## src/rtl/dslope_pkg.sv

```systemverilog
package dslope_pkg;

    typedef enum logic [2:0] {
        ST_IDLE        = 3'd0,
        ST_AUTOZERO    = 3'd1,
        ST_INTEGRATE   = 3'd2,
        ST_DEINTEGRATE = 3'd3,
        ST_DONE        = 3'd4
    } seq_state_e;

    function automatic int max_int(input int a, input int b);
        return (a > b) ? a : b;
    endfunction

endpackage

```

## src/rtl/dslope_sync.sv

```systemverilog
module dslope_sync #(
    parameter int STAGES = 2
) (
    input  logic clk,
    input  logic rst_n,
    input  logic d_async,
    output logic q_sync
);

    logic [STAGES-1:0] chain;

    generate
        if (STAGES == 1) begin : g_single
            always_ff @(posedge clk or negedge rst_n) begin
                if (!rst_n) chain <= '0;
                else        chain <= d_async;
            end
        end else begin : g_multi
            always_ff @(posedge clk or negedge rst_n) begin
                if (!rst_n) chain <= '0;
                else        chain <= {chain[STAGES-2:0], d_async};
            end
        end
    endgenerate

    assign q_sync = chain[STAGES-1];

endmodule

```

## src/rtl/dslope_timer.sv

```systemverilog
module dslope_timer #(
    parameter int CNT_W = 16
) (
    input  logic             clk,
    input  logic             rst_n,
    input  logic             clr,
    output logic [CNT_W-1:0] cnt
);

    always_ff @(posedge clk or negedge rst_n) begin
        if (!rst_n)   cnt <= '0;
        else if (clr) cnt <= '0;
        else          cnt <= cnt + CNT_W'(1);
    end

endmodule

```

## src/rtl/dslope_fsm.sv

```systemverilog
module dslope_fsm
    import dslope_pkg::*;
#(
    parameter int LEN_W       = 16,
    parameter int CNT_W       = 16,
    parameter int RES_W       = 12,
    parameter int AZ_LEN      = 16,
    parameter int SYNC_STAGES = 2,
    parameter int DEINT_MAX   = 4000
) (
    input  logic             clk,
    input  logic             rst_n,
    input  logic             start,
    input  logic [LEN_W-1:0] int_len,
    input  logic             cmp_sync,
    input  logic [CNT_W-1:0] cnt,
    output logic             cnt_clr,
    output logic             sw_zero,
    output logic             sw_input,
    output logic             sw_ref,
    output logic             done,
    output logic [RES_W-1:0] result,
    output logic             overrange
);

    localparam logic [CNT_W-1:0] AZ_LAST = CNT_W'(AZ_LEN - 1);
    localparam logic [CNT_W-1:0] BLANK   = CNT_W'(SYNC_STAGES);
    localparam logic [CNT_W-1:0] LIMIT   = CNT_W'(SYNC_STAGES + DEINT_MAX);

    seq_state_e       state, nxt;
    logic [LEN_W-1:0] len_q;
    logic [CNT_W-1:0] len_last;
    logic             ret_seen;
    logic             timeout;

    assign len_last = CNT_W'(len_q) - CNT_W'(1);
    assign ret_seen = cmp_sync && (cnt >= BLANK);
    assign timeout  = !ret_seen && (cnt == LIMIT);

    // State register, window latch and result capture
    always_ff @(posedge clk or negedge rst_n) begin
        if (!rst_n) begin
            state     <= ST_IDLE;
            len_q     <= LEN_W'(1);
            result    <= '0;
            overrange <= 1'b0;
        end else begin
            state <= nxt;
            if (state == ST_IDLE && start) begin
                len_q <= (int_len == '0) ? LEN_W'(1) : int_len;
            end
            if (state == ST_DEINTEGRATE) begin
                if (ret_seen) begin
                    result    <= RES_W'(cnt - BLANK);
                    overrange <= 1'b0;
                end else if (timeout) begin
                    result    <= RES_W'(DEINT_MAX);
                    overrange <= 1'b1;
                end
            end
        end
    end

    // Next-state decode
    always_comb begin
        nxt = state;
        unique case (state)
            ST_IDLE:        if (start)             nxt = ST_AUTOZERO;
            ST_AUTOZERO:    if (cnt == AZ_LAST)    nxt = ST_INTEGRATE;
            ST_INTEGRATE:   if (cnt == len_last)   nxt = ST_DEINTEGRATE;
            ST_DEINTEGRATE: if (ret_seen || timeout) nxt = ST_DONE;
            ST_DONE:                               nxt = ST_IDLE;
            default:                               nxt = ST_IDLE;
        endcase
    end

    // Output decode
    always_comb begin
        sw_zero  = 1'b0;
        sw_input = 1'b0;
        sw_ref   = 1'b0;
        done     = 1'b0;
        unique case (state)
            ST_IDLE:        sw_zero  = 1'b1;
            ST_AUTOZERO:    sw_zero  = 1'b1;
            ST_INTEGRATE:   sw_input = 1'b1;
            ST_DEINTEGRATE: sw_ref   = 1'b1;
            ST_DONE: begin
                sw_zero = 1'b1;
                done    = 1'b1;
            end
            default:        sw_zero  = 1'b1;
        endcase
        cnt_clr = (nxt != state) || (state == ST_IDLE);
    end

endmodule

```

## src/rtl/dslope_adc_seq.sv

```systemverilog
module dslope_adc_seq
    import dslope_pkg::*;
#(
    parameter int LEN_W       = 16,
    parameter int DEINT_MAX   = 4000,
    parameter int AZ_LEN      = 16,
    parameter int SYNC_STAGES = 2,
    parameter int RES_W       = $clog2(DEINT_MAX + 1)
) (
    input  logic             clk,
    input  logic             rst_n,
    input  logic             start,
    input  logic [LEN_W-1:0] int_len,
    input  logic             cmp_return,
    output logic             sw_zero,
    output logic             sw_input,
    output logic             sw_ref,
    output logic             done,
    output logic [RES_W-1:0] result,
    output logic             overrange
);

    localparam int CNT_W = max_int(LEN_W, $clog2(SYNC_STAGES + DEINT_MAX + 1)) + 1;

    logic             cmp_sync;
    logic             cnt_clr;
    logic [CNT_W-1:0] cnt;

    dslope_sync #(.STAGES(SYNC_STAGES)) u_sync (
        .clk    (clk),
        .rst_n  (rst_n),
        .d_async(cmp_return),
        .q_sync (cmp_sync)
    );

    dslope_timer #(.CNT_W(CNT_W)) u_timer (
        .clk  (clk),
        .rst_n(rst_n),
        .clr  (cnt_clr),
        .cnt  (cnt)
    );

    dslope_fsm #(
        .LEN_W      (LEN_W),
        .CNT_W      (CNT_W),
        .RES_W      (RES_W),
        .AZ_LEN     (AZ_LEN),
        .SYNC_STAGES(SYNC_STAGES),
        .DEINT_MAX  (DEINT_MAX)
    ) u_fsm (
        .clk      (clk),
        .rst_n    (rst_n),
        .start    (start),
        .int_len  (int_len),
        .cmp_sync (cmp_sync),
        .cnt      (cnt),
        .cnt_clr  (cnt_clr),
        .sw_zero  (sw_zero),
        .sw_input (sw_input),
        .sw_ref   (sw_ref),
        .done     (done),
        .result   (result),
        .overrange(overrange)
    );

endmodule

```

## config.mk

```make
export PLATFORM = sky130hd
export DESIGN_NAME = dslope_adc_seq
export DESIGN_NICKNAME = d
export VERILOG_FILES = /design/src/rtl/dslope_pkg.sv /design/src/rtl/dslope_sync.sv /design/src/rtl/dslope_timer.sv /design/src/rtl/dslope_fsm.sv /design/src/rtl/dslope_adc_seq.sv
export SDC_FILE = /design/constraint.sdc
export NUM_CORES = 1
export LEC_CHECK = 0
export CAP_MARGIN = 20
export CORE_AREA = 8 8 103 67
export CTS_CLUSTER_DIAMETER = 120
export DETAILED_ROUTE_END_ITERATION = 8
export DIE_AREA = 0 0 111 75
export DONT_BUFFER_PORTS = 1
export PLACE_DENSITY = 0.74
export SLEW_MARGIN = 10
export SYNTH_ARGS = -nofsm -noshare
export SYNTH_HDL_FRONTEND = slang
export SYNTH_HIERARCHICAL = 1
export SYNTH_SLANG_ARGS = --single-unit
```

## constraint.sdc

```tcl
create_clock -name clk -period 3.01 [get_ports clk]
set_clock_uncertainty 0.05 [all_clocks]
set_input_delay 0.602 -clock clk [delete_from_list [all_inputs] [get_ports clk]]
set_output_delay 0.602 -clock clk [all_outputs]
set_load 0.01 [all_outputs]
```

---- Word level (Yosys, flattened, before mapping) ----
Cells that the tools add are included.
cells by class
  add/sub/neg operators ................... 3
  $mul .................................... 0
  divide/modulo/power cells ............... 0
  magnitude comparators ................... 1
  equal/unequal tests ..................... 8
  shifts and indexed selects .............. 0
  muxes and demuxes ....................... 15
  bitwise operators ....................... 0
  reductions and logical operators ........ 11
operators with widths
  operator               number
  $mux 12                2
  $add 17x1->17 const B  1
  $eq 17x12->1 const B   1
  $eq 17x17->1           1
  $eq 17x4->1 const B    1
  $ge 17x2->1 const B    1
  $mux 17                1
  $sub 16x1->17 const B  1
  $logic_not 16->1       1
  $mux 16                1
  $mux 3                 4
  $pmux 3 s4             1
  $sub 12x2->12 const B  1
  $eq 3x2->1 const B     2
  $mux 1                 6
  $eq 3x1->1 const B     1
  $eq 3x3->1 const B     1
  $logic_and 1x1->1      3
  $logic_not 3->1        1
  $ne 3x3->1             1
  $logic_or 1x1->1       2
  $reduce_and 2->1       1
  $reduce_bool 2->1      1
  $reduce_or 2->1        1
  $logic_not 1->1        1
storage, ports and cells
  flip-flop bits (word level) ............. 51
  latch bits .............................. 0
  RAM bits ................................ 0
  bits in read-only memories .............. 0
  bits of input ports ..................... 20
  output and inout bits ................... 17
  memories kept ........................... 0

---- Logic depth before layout (Yosys ltp) ----
  word-level depth ........................ 10
  depth in mapped cells ................... 13
  gate-level depth less buffers ........... 11

---- Hierarchy ----
Netlist, hierarchy kept.
modules (own cells, without submodules)
  module        instances  cells an instance  area each (sq um)  seq. area each (sq um)
  dslope_fsm    1          226                2082.0             802.0
  dslope_timer  1          85                 840.8              425.4
  dslope_sync   1          2                  50.0               50.0

---- Least setup slack after synthesis ----
No wires, ideal clock.
  path type ............................... flip-flop to flip-flop
  start point ............................. reg u_fsm.len_q[1]
  end point ............................... reg u_timer.cnt[0]
  setup time .............................. 0.132 ns
  data arrival time ....................... 2.778 ns
  required time ........................... 2.828 ns
  path slack .............................. 0.050 ns
  cell stages (with the launch flop) ...... 14
  buffers on the path ..................... 3
  path through ............................ dfrtp_1 inv_1 ha_1 nor3b_1 buf_2 nand4_1 xnor2_1 o2111ai_1 nor4_1 nand4_1 a21boi_1 clkbuf_1 clkbuf_1 nor2_1
between the ends
  cells in the longest elaborated chain, start to end .. 7
ends and longest elaborated chain
  what                    RTL line              RTL
  from (decl)             dslope_fsm.sv:31      logic [LEN_W-1:0] len_q;
  from (signal assigned)  dslope_fsm.sv:50      len_q <= (int_len == '0) ? LEN_W'(1) : int_len;
  $sub 16x1->17           dslope_fsm.sv:36      assign len_last = CNT_W'(len_q) - CNT_W'(1);
  $eq 17x17->1            dslope_fsm.sv:70      ST_INTEGRATE: if (cnt == len_last) nxt = ST_DEINTEGRATE;
  $mux 3                  dslope_fsm.sv:70
  $pmux 3 s4              dslope_fsm.sv:67      unique case (state)
  $ne 3x3->1              dslope_fsm.sv:94      cnt_clr = (nxt != state) || (state == ST_IDLE);
  $logic_or 1x1->1        dslope_fsm.sv:94
  named net cnt_clr       dslope_adc_seq.sv:26  logic cnt_clr;
  $mux 17                 dslope_timer.sv:12    else if (clr) cnt <= '0;
  to (signal assigned)    dslope_timer.sv:13    else cnt <= cnt + CNT_W'(1);
  to (decl)               dslope_timer.sv:7     output logic [CNT_W-1:0] cnt
The timed path passes the listed nets, and every way through them passes these cells.
A chain may end at the register's enable or synchronous reset.

---- Worst setup path after layout ----
  start point ............................. reg u_fsm.len_q[0]
  end point ............................... reg u_timer.cnt[14]
Same word-level chain as after synthesis.

==> reports/metrics.csv <==
metric,value,unit
M1 GR Usage,25.3,%
Core Rows,21,
sequential area share after synthesis,43.0,%
gp weighted congestion,0.895,
leakage dissipation,1.36,nW
Worst slew margin,69.4,%
number of CTS-inserted buffers,5,
# clock sinks,51,
CP required,3160,ps
most numerous cell in the Yosys netlist,sky130_fd_sc_hd__dfrtp_1,
number of nets at the end of the flow,353,
Tightest Hold Check Type,in2async,
endpoints failing setup,0,
maximum operating frequency,340,MHz
Worst-path clk slew,100,ps
fin. max-slew vios,0,
MaxCap Viol Count,0,
internal power component,1.75,mW
half-perimeter wire length after placement,5310,um
effective utilization at floorplan,55.2,%
register bit count reported by yosys,51,
Sequential Area,1280,um2
maximum number of buffers from clock root to sink,2,
die width,111,um
R2R setup slack,70,ps
Final Worst Setup Slack,69.7,ps
antenna diode instance count,0,
Place WS,29.7,ps
top cell types by occurrence after synthesis,"sky130_fd_sc_hd__dfrtp_1 (50), sky130_fd_sc_hd__nor2_1 (25), sky130_fd_sc_hd__a21oi_1 (18), sky130_fd_sc_hd__mux2_2 (18)",
clock group share of total power,14.3,%
layer with the highest usage after global routing,met2,
"Largest stage delay, worst path",680,ps
global-route track usage on met3,5.17,%
Top-Level Pins,37,
count of mapped cells out of synthesis,313,
post-synthesis instance area,2970,um2
nature of the critical path startpoint,flip-flop,
antenna violations before repair,0,
power share of the combinational group,44.5,%
Vias per Instance,6.23,
CP Class,reg2reg,
worst-path cell with the longest stage delay,sky130_fd_sc_hd__or4_1,
global routing usage summed across all routing layers,18.1,%
number of global-route vias before repair,2371,
# H-tree levels,2,
net count after synthesis,336,
"Arr. time, crit path",3090,ps
minimum clock period,2940,ps
clock tree from TritonCTS,built,
met2 Use GR,26.6,%
minimum hold slack,64.3,ps
launch point of the worst reg-to-reg path,u_fsm/len_q[0]$_DFFE_PN1P_,
Placeable Area,5390,um2
Yosys warnings,6,
post-route antenna net violation count,0,
total negative slack,0,ps
detailed-router iteration count before antenna repair,4,
Die Y-Extent,75,um
Die Outline Area,8330,um2
grt ovf,0,
Most used DFF post-synth,sky130_fd_sc_hd__dfrtp_1,
placed cell count,385,
"number of standard cells in the layout, taps in and fillers out",400,
fin util,62.4,%
detailed-route wire length per cell,18.7,um
fraction of final layout cells sized beyond drive strength 1,21.1,%
global-route wire length before repair,12300,um
# DRC,0,
"Cell Chain, Critical Path",buf_4 > or4_1 > o21a_1 > nor3_1 > o21ai_1 > o41ai_1 > nand4_1 > a21boi_4 > buf_6 > nor2_1 > mux2_2,
area share of the leading cell type in the synthesized netlist,42.1,%
register share of total power,41.2,%
CTS Root Cell,sky130_fd_sc_hd__clkbuf_8,
average instance area after synthesis,9.50,um2
clk_lat worst skew,310,ps
WL final,7460,um
Final Hold Vio Count,0,
fraction of registers with async set or reset after synthesis,100,%
area used by multi-input combinational logic,1650,um2
Power per Cell Area,890,nW/um2
Critical Path End Type,flip-flop,
synth unique cells,49,
status,completed,
count of flip-flops with a built-in enable after synthesis,0,
post-route fraction of the period consumed by the critical path,97.7,%
Area Growth Syn to Fin,13.1,%
switching power of the nets,1.24,mW
top area cells in the synthesized netlist,"sky130_fd_sc_hd__dfrtp_1 (42%), sky130_fd_sc_hd__mux2_2 (6.8%), sky130_fd_sc_hd__xnor2_1 (5.0%)",
1st-iter DRT viols,206,
Filler cells,451,
depth of the worst register-to-register path,11,
IR Drop Worst-Case VDD,405,uV
largest driver fanout on the critical path,6,
worst reg2reg path endpoint,u_timer/cnt[14]$_DFF_PN0_,
pin count of the biggest net entering global routing,51,
Yosys top cell by area,sky130_fd_sc_hd__dfrtp_1,
fraction of power spent switching nets,41.5,%
total via count in the routed design,2491,
buffers added on ports,0,
transition time at the pin with the least slew margin,455,ps
[power groups by stage]
stage	Sequential [mW]	Combinational, mW	Clock, mW
after floorplan	1.16	0.928	0
after global placement	1.22	1.13	0
after detailed placement	1.24	1.16	0
after CTS	1.22	1.19	0.442
after global routing	1.28	1.47	0.468
final	1.23	1.33	0.428
[kinds of logic after synthesis]
logic type,Yosys count,share of synthesized area (%)
simple gates,125,23.2
compound gates,57,12.3
flops,51,43.0
xor+xnor,34,10.0
buf+inv,25,3.45
mux,18,6.82
fa+ha+maj,3,1.26
[worst max-delay path, delay by kind of cell, from the launching register on]
family | cells | cell delay (ps)
AO/OA/AOI/OAI | 4 | 690
flip-flops | 1 | 390
AND/OR/NAND/NOR | 4 | 1140
multiplexers | 1 | 260
buffers and inverters | 2 | 300
[sequential cells by signal (all words and copies together), names as in the netlist]
register / count
u_fsm/len_q: 16
u_fsm/overrange: 1
u_fsm/result: 12
u_fsm/state: 3
u_sync/chain: 2
u_timer/cnt: 17
[worst max-delay path by stage]
stage | start | endpoint | slack, ps
after global routing | u_timer/cnt[1]$_DFF_PN0_ | u_timer/cnt[6]$_DFF_PN0_ | -40
final | u_fsm/len_q[0]$_DFFE_PN1P_ | u_timer/cnt[14]$_DFF_PN0_ | 70
after CTS | u_fsm/len_q[1]$_DFFE_PN0P_ | u_timer/cnt[14]$_DFF_PN0_ | 4
after floorplan | u_fsm/len_q[1]$_DFFE_PN0P_ | u_timer/cnt[0]$_DFF_PN0_ | 50
after global placement | u_timer/cnt[14]$_DFF_PN0_ | u_timer/cnt[14]$_DFF_PN0_ | 110
after detailed placement | u_fsm/len_q[1]$_DFFE_PN0P_ | u_timer/cnt[14]$_DFF_PN0_ | 30
[stage by stage]
| step | instance area [um2] | total power [mW] |
|---|---|---|
| floorplan | 2970 | 2.09 |
| global placement | 3140 | 2.35 |
| detailed placement | 3140 | 2.40 |
| CTS | 3260 | 2.86 |
| global route | 3360 | 3.21 |
| finish | 3360 | 2.99 |
[layer usage]
layer  wire length, um  vias to the layer above
li1                  -                     1171
met1              3490                     1207
met2              3200                      106
met3               709                        7
met4                57                        0
met5                 0                        -
[timing repair]
| action | in CTS | in global routing |
|---|---|---|
| setup buffers | 0 | 4 |
| hold buffers | 1 | 0 |
| gates cloned | 0 | 2 |
| pin swaps | 0 | 7 |
| gates resized for setup | 1 | 17 |
| endpoints found under the setup margin | 2 | 4 |
| endpoints found under the hold margin | 50 | 0 |
[layout make-up]
cell class                 instances  share of cell area [%]
inverter                          10                    1.19
clock inverter                     3                   0.781
clock buffer                       5                    2.05
multi-input combinational        237                    48.9
sequential                        51                    38.0
timing repair buffer              25                    6.51
tap                               69                    2.57
[placed cells by master (no fill, tap or decap), types with 3 or more instances in the layout]
| master | synthesis | final |
|---|---|---|
| sky130_fd_sc_hd__dfrtp_1 | 50 | 50 |
| sky130_fd_sc_hd__nor2_1 | 25 | 25 |
| sky130_fd_sc_hd__buf_4 | 1 | 21 |
| sky130_fd_sc_hd__a21oi_1 | 18 | 18 |
| sky130_fd_sc_hd__mux2_2 | 18 | 18 |
| sky130_fd_sc_hd__nand2_1 | 17 | 17 |
| sky130_fd_sc_hd__xor2_1 | 17 | 17 |
| sky130_fd_sc_hd__xnor2_1 | 17 | 17 |
| sky130_fd_sc_hd__nor3_1 | 15 | 13 |
| sky130_fd_sc_hd__nand4_1 | 10 | 10 |
| sky130_fd_sc_hd__nor4_1 | 11 | 10 |
| sky130_fd_sc_hd__nand3_1 | 9 | 9 |
| sky130_fd_sc_hd__or4_1 | 8 | 8 |
| sky130_fd_sc_hd__o21ai_1 | 7 | 8 |
| sky130_fd_sc_hd__o21ai_0 | 8 | 7 |
| sky130_fd_sc_hd__inv_1 | 8 | 6 |
| sky130_fd_sc_hd__clkbuf_8 | 0 | 5 |
| sky130_fd_sc_hd__or3_1 | 5 | 5 |
| sky130_fd_sc_hd__nor2b_1 | 5 | 5 |
| sky130_fd_sc_hd__nand2b_1 | 4 | 4 |
| sky130_fd_sc_hd__o31ai_1 | 4 | 4 |
| sky130_fd_sc_hd__buf_6 | 0 | 3 |
| sky130_fd_sc_hd__inv_2 | 1 | 3 |
| sky130_fd_sc_hd__nand3b_1 | 3 | 3 |
| sky130_fd_sc_hd__o21a_1 | 3 | 3 |
Note: power is estimated with default switching activity, not from simulation.
